<file path="config.mk">
export PLATFORM = sky130hd
export DESIGN_NAME = msi_msg_gen
export DESIGN_NICKNAME = d
export VERILOG_FILES = /design/src/rtl/msi_gen_pkg.sv /design/src/rtl/msi_vec_cfg.sv /design/src/rtl/msi_pend_track.sv /design/src/rtl/msi_msg_build.sv /design/src/rtl/msi_msg_gen.sv
export SDC_FILE = /design/constraint.sdc
export NUM_CORES = 1
export LEC_CHECK = 0
export BUFFER_PORTS_ARGS = -buffer_cell sky130_fd_sc_hd__buf_2
export CAP_MARGIN = 10
export CORE_MARGIN = 2
export CORE_UTILIZATION = 43
export DETAILED_ROUTE_END_ITERATION = 10
export PLACE_DENSITY = 0.83
export REMOVE_ABC_BUFFERS = 1
export SKIP_LAST_GASP = 1
export SLEW_MARGIN = 20
export SYNTH_ARGS = -nofsm -noshare
export SYNTH_HDL_FRONTEND = slang
export SYNTH_SLANG_ARGS = --single-unit
export TNS_END_PERCENT = 1
</file>
<file path="constraint.sdc">
create_clock -name clk -period 1.8 [get_ports clk]
set_clock_uncertainty 0.05 [all_clocks]
set_input_delay 0.54 -clock clk [delete_from_list [all_inputs] [get_ports clk]]
set_output_delay 0.54 -clock clk [all_outputs]
set_load 0.01 [all_outputs]
</file>
<file path="src/rtl/msi_gen_pkg.sv">
package msi_gen_pkg;
   localparam int LOG_FIELD_W  = 3;
   localparam int DATA_IN_W    = 16;
   localparam int MSG_DATA_W   = 32;
   localparam int MSG_ADDR_W   = 64;
   localparam int VEC_LIMIT    = 32;

   function automatic int vec_idx_w(input int nvec);
      return (nvec > 1) ? $clog2(nvec) : 1;
   endfunction
endpackage

</file>
<file path="src/rtl/msi_vec_cfg.sv">
module msi_vec_cfg
   import msi_gen_pkg::*;
#(
   parameter int NUM_VEC  = 8,
   parameter bit MASK_CAP = 1'b1
) (
   input  logic [LOG_FIELD_W-1:0] vec_log2_i,
   input  logic [NUM_VEC-1:0]     mask_i,
   output logic [LOG_FIELD_W-1:0] eff_log2_o,
   output logic [NUM_VEC-1:0]     in_range_o,
   output logic [NUM_VEC-1:0]     mask_eff_o
);
   localparam int MAX_LOG2 = $clog2(NUM_VEC);

   // clamp a count request above the implemented maximum
   assign eff_log2_o = (vec_log2_i > LOG_FIELD_W'(MAX_LOG2)) ?
                       LOG_FIELD_W'(MAX_LOG2) : vec_log2_i;

   for (genvar i = 0; i < NUM_VEC; i++) begin : g_range
      assign in_range_o[i] = ((32'(i) >> eff_log2_o) == 32'd0);
   end

   if (MASK_CAP) begin : g_mask
      assign mask_eff_o = mask_i;
   end else begin : g_nomask
      assign mask_eff_o = '0;
   end
endmodule

</file>
<file path="src/rtl/msi_pend_track.sv">
module msi_pend_track #(
   parameter int NUM_VEC = 8
) (
   input  logic               clk,
   input  logic               rst_n,
   input  logic               en_i,
   input  logic [NUM_VEC-1:0] req_i,
   input  logic [NUM_VEC-1:0] in_range_i,
   input  logic [NUM_VEC-1:0] mask_i,
   input  logic               cfg_wr_i,
   input  logic [NUM_VEC-1:0] take_i,
   output logic [NUM_VEC-1:0] queue_o,
   output logic [NUM_VEC-1:0] pending_o,
   output logic               bad_o
);
   logic [NUM_VEC-1:0] live, good, to_pend, to_queue;
   logic [NUM_VEC-1:0] mask_q, fell, pend_kept, replay;
   logic [NUM_VEC-1:0] pend_n, queue_n;
   logic               cfg_hit, bad_n;

   always_comb begin
      live      = en_i ? req_i : '0;
      good      = live & in_range_i;
      bad_n     = |(live & ~in_range_i);
      to_pend   = good & mask_i;
      to_queue  = good & ~mask_i;
      fell      = mask_q & ~mask_i;
      cfg_hit   = cfg_wr_i & en_i;
      pend_kept = cfg_hit ? (pending_o & in_range_i) : pending_o;
      replay    = en_i ? (pend_kept & ~mask_i & (cfg_hit ? '1 : fell)) : '0;
      pend_n    = (pend_kept & ~replay) | to_pend;
      queue_n   = (queue_o & ~take_i) | to_queue | replay;
   end

   always_ff @(posedge clk or negedge rst_n) begin
      if (!rst_n) begin
         mask_q    <= '0;
         pending_o <= '0;
         queue_o   <= '0;
         bad_o     <= 1'b0;
      end else begin
         mask_q    <= mask_i;
         pending_o <= pend_n;
         queue_o   <= queue_n;
         bad_o     <= bad_n;
      end
   end
endmodule

</file>
<file path="src/rtl/msi_msg_build.sv">
module msi_msg_build
   import msi_gen_pkg::*;
#(
   parameter int NUM_VEC = 8,
   parameter bit ADDR64  = 1'b1,
   parameter int VW      = 3
) (
   input  logic                   clk,
   input  logic                   rst_n,
   input  logic [NUM_VEC-1:0]     queue_i,
   input  logic [LOG_FIELD_W-1:0] eff_log2_i,
   input  logic [31:0]            addr_lo_i,
   input  logic [31:0]            addr_hi_i,
   input  logic [DATA_IN_W-1:0]   data_i,
   input  logic                   ready_i,
   output logic [NUM_VEC-1:0]     take_o,
   output logic                   valid_o,
   output logic [MSG_ADDR_W-1:0]  addr_o,
   output logic [MSG_DATA_W-1:0]  data_o,
   output logic [VW-1:0]          vec_o
);
   logic [VW-1:0]         sel;
   logic                  load;
   logic [DATA_IN_W-1:0]  low_mask, data_v;
   logic [MSG_ADDR_W-1:0] addr_v;
   logic [31:0]           lo_aligned;

   always_comb begin
      sel = '0;
      for (int i = NUM_VEC - 1; i >= 0; i--) begin
         if (queue_i[i]) sel = VW'(i);
      end
   end

   assign load   = (|queue_i) && (!valid_o || ready_i);
   assign take_o = load ? (NUM_VEC'(1) << sel) : '0;

   assign low_mask = DATA_IN_W'((17'd1 << eff_log2_i) - 17'd1);
   assign data_v   = (data_i & ~low_mask) |
                     ({{(DATA_IN_W-VW){1'b0}}, sel} & low_mask);
   assign lo_aligned = addr_lo_i & ~32'h3;

   if (ADDR64) begin : g_a64
      assign addr_v = {addr_hi_i, lo_aligned};
   end else begin : g_a32
      assign addr_v = {32'h0, lo_aligned};
   end

   always_ff @(posedge clk or negedge rst_n) begin
      if (!rst_n) begin
         valid_o <= 1'b0;
         addr_o  <= '0;
         data_o  <= '0;
         vec_o   <= '0;
      end else if (load) begin
         valid_o <= 1'b1;
         addr_o  <= addr_v;
         data_o  <= {{(MSG_DATA_W-DATA_IN_W){1'b0}}, data_v};
         vec_o   <= sel;
      end else if (ready_i) begin
         valid_o <= 1'b0;
      end
   end
endmodule

</file>
<file path="src/rtl/msi_msg_gen.sv">
module msi_msg_gen
   import msi_gen_pkg::*;
#(
   parameter int NUM_VEC  = 8,
   parameter bit ADDR64   = 1'b1,
   parameter bit MASK_CAP = 1'b1,
   localparam int VW      = vec_idx_w(NUM_VEC)
) (
   input  logic                   clk,
   input  logic                   rst_n,
   input  logic                   msi_en_i,
   input  logic [LOG_FIELD_W-1:0] vec_log2_i,
   input  logic [31:0]            addr_lo_i,
   input  logic [31:0]            addr_hi_i,
   input  logic [DATA_IN_W-1:0]   data_i,
   input  logic [NUM_VEC-1:0]     mask_i,
   input  logic                   cfg_wr_i,
   input  logic [NUM_VEC-1:0]     req_i,
   input  logic                   msg_ready_i,
   output logic                   msg_valid_o,
   output logic [MSG_ADDR_W-1:0]  msg_addr_o,
   output logic [MSG_DATA_W-1:0]  msg_data_o,
   output logic [VW-1:0]          msg_vec_o,
   output logic [NUM_VEC-1:0]     pending_o,
   output logic                   bad_req_o
);
   if (NUM_VEC < 1 || NUM_VEC > VEC_LIMIT || (NUM_VEC & (NUM_VEC - 1)) != 0) begin : g_bad_cfg
      $error("msi_msg_gen: NUM_VEC must be a power of two from 1 to 32");
   end

   logic [LOG_FIELD_W-1:0] eff_log2;
   logic [NUM_VEC-1:0]     in_range, mask_eff, queue, take;

   msi_vec_cfg #(.NUM_VEC(NUM_VEC), .MASK_CAP(MASK_CAP)) u_cfg (
      .vec_log2_i (vec_log2_i),
      .mask_i     (mask_i),
      .eff_log2_o (eff_log2),
      .in_range_o (in_range),
      .mask_eff_o (mask_eff)
   );

   msi_pend_track #(.NUM_VEC(NUM_VEC)) u_track (
      .clk        (clk),
      .rst_n      (rst_n),
      .en_i       (msi_en_i),
      .req_i      (req_i),
      .in_range_i (in_range),
      .mask_i     (mask_eff),
      .cfg_wr_i   (cfg_wr_i),
      .take_i     (take),
      .queue_o    (queue),
      .pending_o  (pending_o),
      .bad_o      (bad_req_o)
   );

   msi_msg_build #(.NUM_VEC(NUM_VEC), .ADDR64(ADDR64), .VW(VW)) u_build (
      .clk        (clk),
      .rst_n      (rst_n),
      .queue_i    (queue),
      .eff_log2_i (eff_log2),
      .addr_lo_i  (addr_lo_i),
      .addr_hi_i  (addr_hi_i),
      .data_i     (data_i),
      .ready_i    (msg_ready_i),
      .take_o     (take),
      .valid_o    (msg_valid_o),
      .addr_o     (msg_addr_o),
      .data_o     (msg_data_o),
      .vec_o      (msg_vec_o)
   );
endmodule

</file>
==> impl_metrics.ini <==
[run_status]
status = finished with violations
violations = setup timing

[global_route]
grt_pass1_vias = 3935
met2_usage_pct = 34.9
track_usage_pct = 20.4
grt_pass1_wl_um = 18800
grt.met3_usage_pct = 4.36
grt.busiest_layer = met2
grt_antenna_before_repair = 0
grt_max_degree = 69
grt_use_met1_pct = 26.0
grt-ovfl-total = 0

[logic_synthesis]
seq_area_frac_synth_pct = 56.9
synth_area_sq_um = 4710
synth_common_cells = 230 x nand2_1, 107 x dfrtp_1, 22 x a21oi_1
yosysWarningCount = 0
synthArstFlopShare_pct = 100
synth_area_leaders = dfrtp_1 57%, nand2_1 18%, buf_4 3.0%
syn_avg_cell_area_sq_um = 8.90
synth_edf_count = 0
yosysTopAreaCell = dfrtp_1
synth_cell_types = 47
yosysMostFrequentCell = nand2_1
synthFlopType = dfrtp_1
yosys.area.top_type_share_pct = 56.9
synthCells = 529
synth-seq-cells = 107

[sta]
max_freq_mhz = 544
fin_crit_ns = 1.84
finalCritPeriodShare_pct = 102
hold_violations = 0
rsz0062_at_grt = true
setup_viol = 47
post-route-worst-setup-slack_ns = -0.0395
maxSlewViolCount = 0
tns_ns = -0.927

[finish]
fill_cells = 935
antennaDiodeCount = 0
design_area_sq_um = 6460
nets = 863
drive_gt1_share_pct = 35.6
syn2layout_area_growth_pct = 37.2

[placed_design]
placed_area_sq_um = 6040
numPortBuffers = 192
routabilityCongestion = 0.890
hpwl_um = 9170

[job]
maxCapViolations = 0

[pwr]
ir_worst_vdd_mv = 0.495
leakagePower_nw = 3.57
power_density_nw_per_um2 = 942

[worst_setup_path]
worstPathArrival_ns = 2.10
startpoint_type = flop
worst-path-max-fanout = 20
critPathCaptureType = flop
setup.worst_path.class = flop to flop
r2r_start = u_track.queue_o[3]$_DFF_PN0_
startpoint = u_track.queue_o[3]$_DFF_PN0_
cp_data_required_time_ns = 2.06

[clock_tree]
clock_path_buffers = 2
clkLatencyLatePin_ns = 0.36
cts-root-buf = clkbuf_8
cts_tree = done
cts_buffers = 9
cts_max_level = 3
clock_sinks = 107
clkSlewWorstSetupHoldPaths_ns = 0.10
cts.hold.buffers_added = 0

[die]
core_area_sq_um = 10700
start_util_pct = 43.8
die_x_um = 109
die_h_um = 109
floorplan.rows = 38
io_pins = 213
dieArea_sq_um = 11800

[routing]
drtAntennaViolNets = 0
first_pass_iters = 4
viasPerCell = 4.88
wl_per_cell_um = 14.1
vias = 4372
drtIter0Drc = 287
drc = 0
drt-total-wl_um = 12700

[worst_hold_path]
hp-class = input pin to asynchronous set/reset pin
## cell usage in the layout (no fill, tap or decap), drive strengths merged, types with 2 or more instances in the layout
master | Yosys | layout
or4 | 2 | 2
clkinv | 1 | 2
nor2b | 4 | 4
or3 | 3 | 3
buf | 28 | 232
inv | 13 | 16
conb | 2 | 19
clkbuf | 12 | 12
nor4 | 2 | 2
nor2 | 17 | 17
bufinv | 0 | 2
nand3 | 12 | 12
ha | 7 | 7
a22oi | 5 | 5
a22o | 5 | 5
nor3 | 5 | 5
o211ai | 4 | 4
or2 | 2 | 2
nand3b | 2 | 2
nand2b | 5 | 5
a31oi | 2 | 2
o31ai | 6 | 6
o21ai | 14 | 14
dfrtp | 107 | 107
nand2 | 230 | 230
a21oi | 22 | 22
## final timing paths
path | cells after the start | slack [ns] | end
min reg2reg | 2 | 0.42 | u_build.data_o[15]$_DFFE_PN0P_
max in group asynchronous | 2 | 1.28 | u_build.addr_o[35]$_DFFE_PN0P_
min in group clk | 1 | 0.25 | u_track.mask_q[1]$_DFF_PN0_
max | 6 | -0.04 | u_build.addr_o[21]$_DFFE_PN0P_
max reg2reg | 6 | -0.04 | u_build.addr_o[21]$_DFFE_PN0P_
min | 2 | 0.09 | u_track.pending_o[2]$_DFF_PN0_
## cell families (layout without fill, tap and decap cells)
| kind of cell | Yosys count | count (layout) | synth area share, % |
|---|---|---|---|
| AOI/OAI and AO/OA | 71 | 71 | 9.86 |
| xor gates and xnor gates | 1 | 1 | 0.186 |
| adders and majority gates | 7 | 7 | 1.86 |
| buffers and inverters | 54 | 264 | 6.03 |
| DFF | 107 | 107 | 56.9 |
| muxes | 1 | 1 | 0.213 |
| other | 2 | 19 | 0.160 |
| and+or+nand+nor | 286 | 286 | 24.8 |
## registers in the layout, indices dropped and copies added (netlist names)
| name | cells |
|---|---|
| u_track.mask_q | 8 |
| u_track.queue_o | 8 |
| u_build.data_o | 16 |
| u_track.pending_o | 8 |
| u_build.vec_o | 3 |
| u_track.bad_o | 1 |
| u_build.valid_o | 1 |
| u_build.addr_o | 62 |
## what timing repair did
item                                    4_1_cts  5_1_grt
pin swaps                                     0        6
gates cloned                                  0        3
resized for setup                             3       13
setup buffers                                 0        4
endpoints found under the setup margin       12       71
## through the flow
step           utilization [%]  hold slack, ns  worst slack (ns)  instances  total power (W)
2_1_floorplan                -           0.194             -2.09        506          0.00361
3_3_place_gp              56.2           0.399            -0.464        874          0.00436
3_5_place_dp              56.2           0.400            -0.505        874          0.00441
4_1_cts                   58.4          0.0813           -0.0724        889          0.00605
5_1_grt                   60.1          0.0724           -0.0952        896          0.00644
6_report                  60.1          0.0860           -0.0395        896          0.00608
## layer usage
layer / routed length (um) / up-vias / part of all wire, %
met5: 0 / - / 0
met4: 199 / 0 / 1.6
met3: 919 / 15 / 7.3
met2: 6190 / 179 / 49
met1: 5350 / 2045 / 42
li1: - / 2133 / -
## worst max-delay path, cell delays in order, from the launching register on
cell	delay [ns]
dfrtp_1	0.39
or4_4	0.58
o21ai_4	0.31
buf_12	0.16
clkbuf_16	0.17
nand2_1	0.07
nand2_1	0.06
## power breakdown
group / switching (W) / internal (W)
sequential: 0.000186 / 0.00271
clock: 0.000844 / 0.000799
combinational: 0.000850 / 0.000698
total: 0.00188 / 0.00420
## cell type report
type                       instances  area (sq um)  area share [%]
inverter                          14          52.6           0.814
clock inverter                     6          97.6            1.51
tap                              140           175            2.71
sequential                       107          2680            41.5
clock buffer                       9           124            1.92
timing repair buffer             235          1440            22.3
multi-input combinational        385          1890            29.3
(Power assumes the default switching activity.)
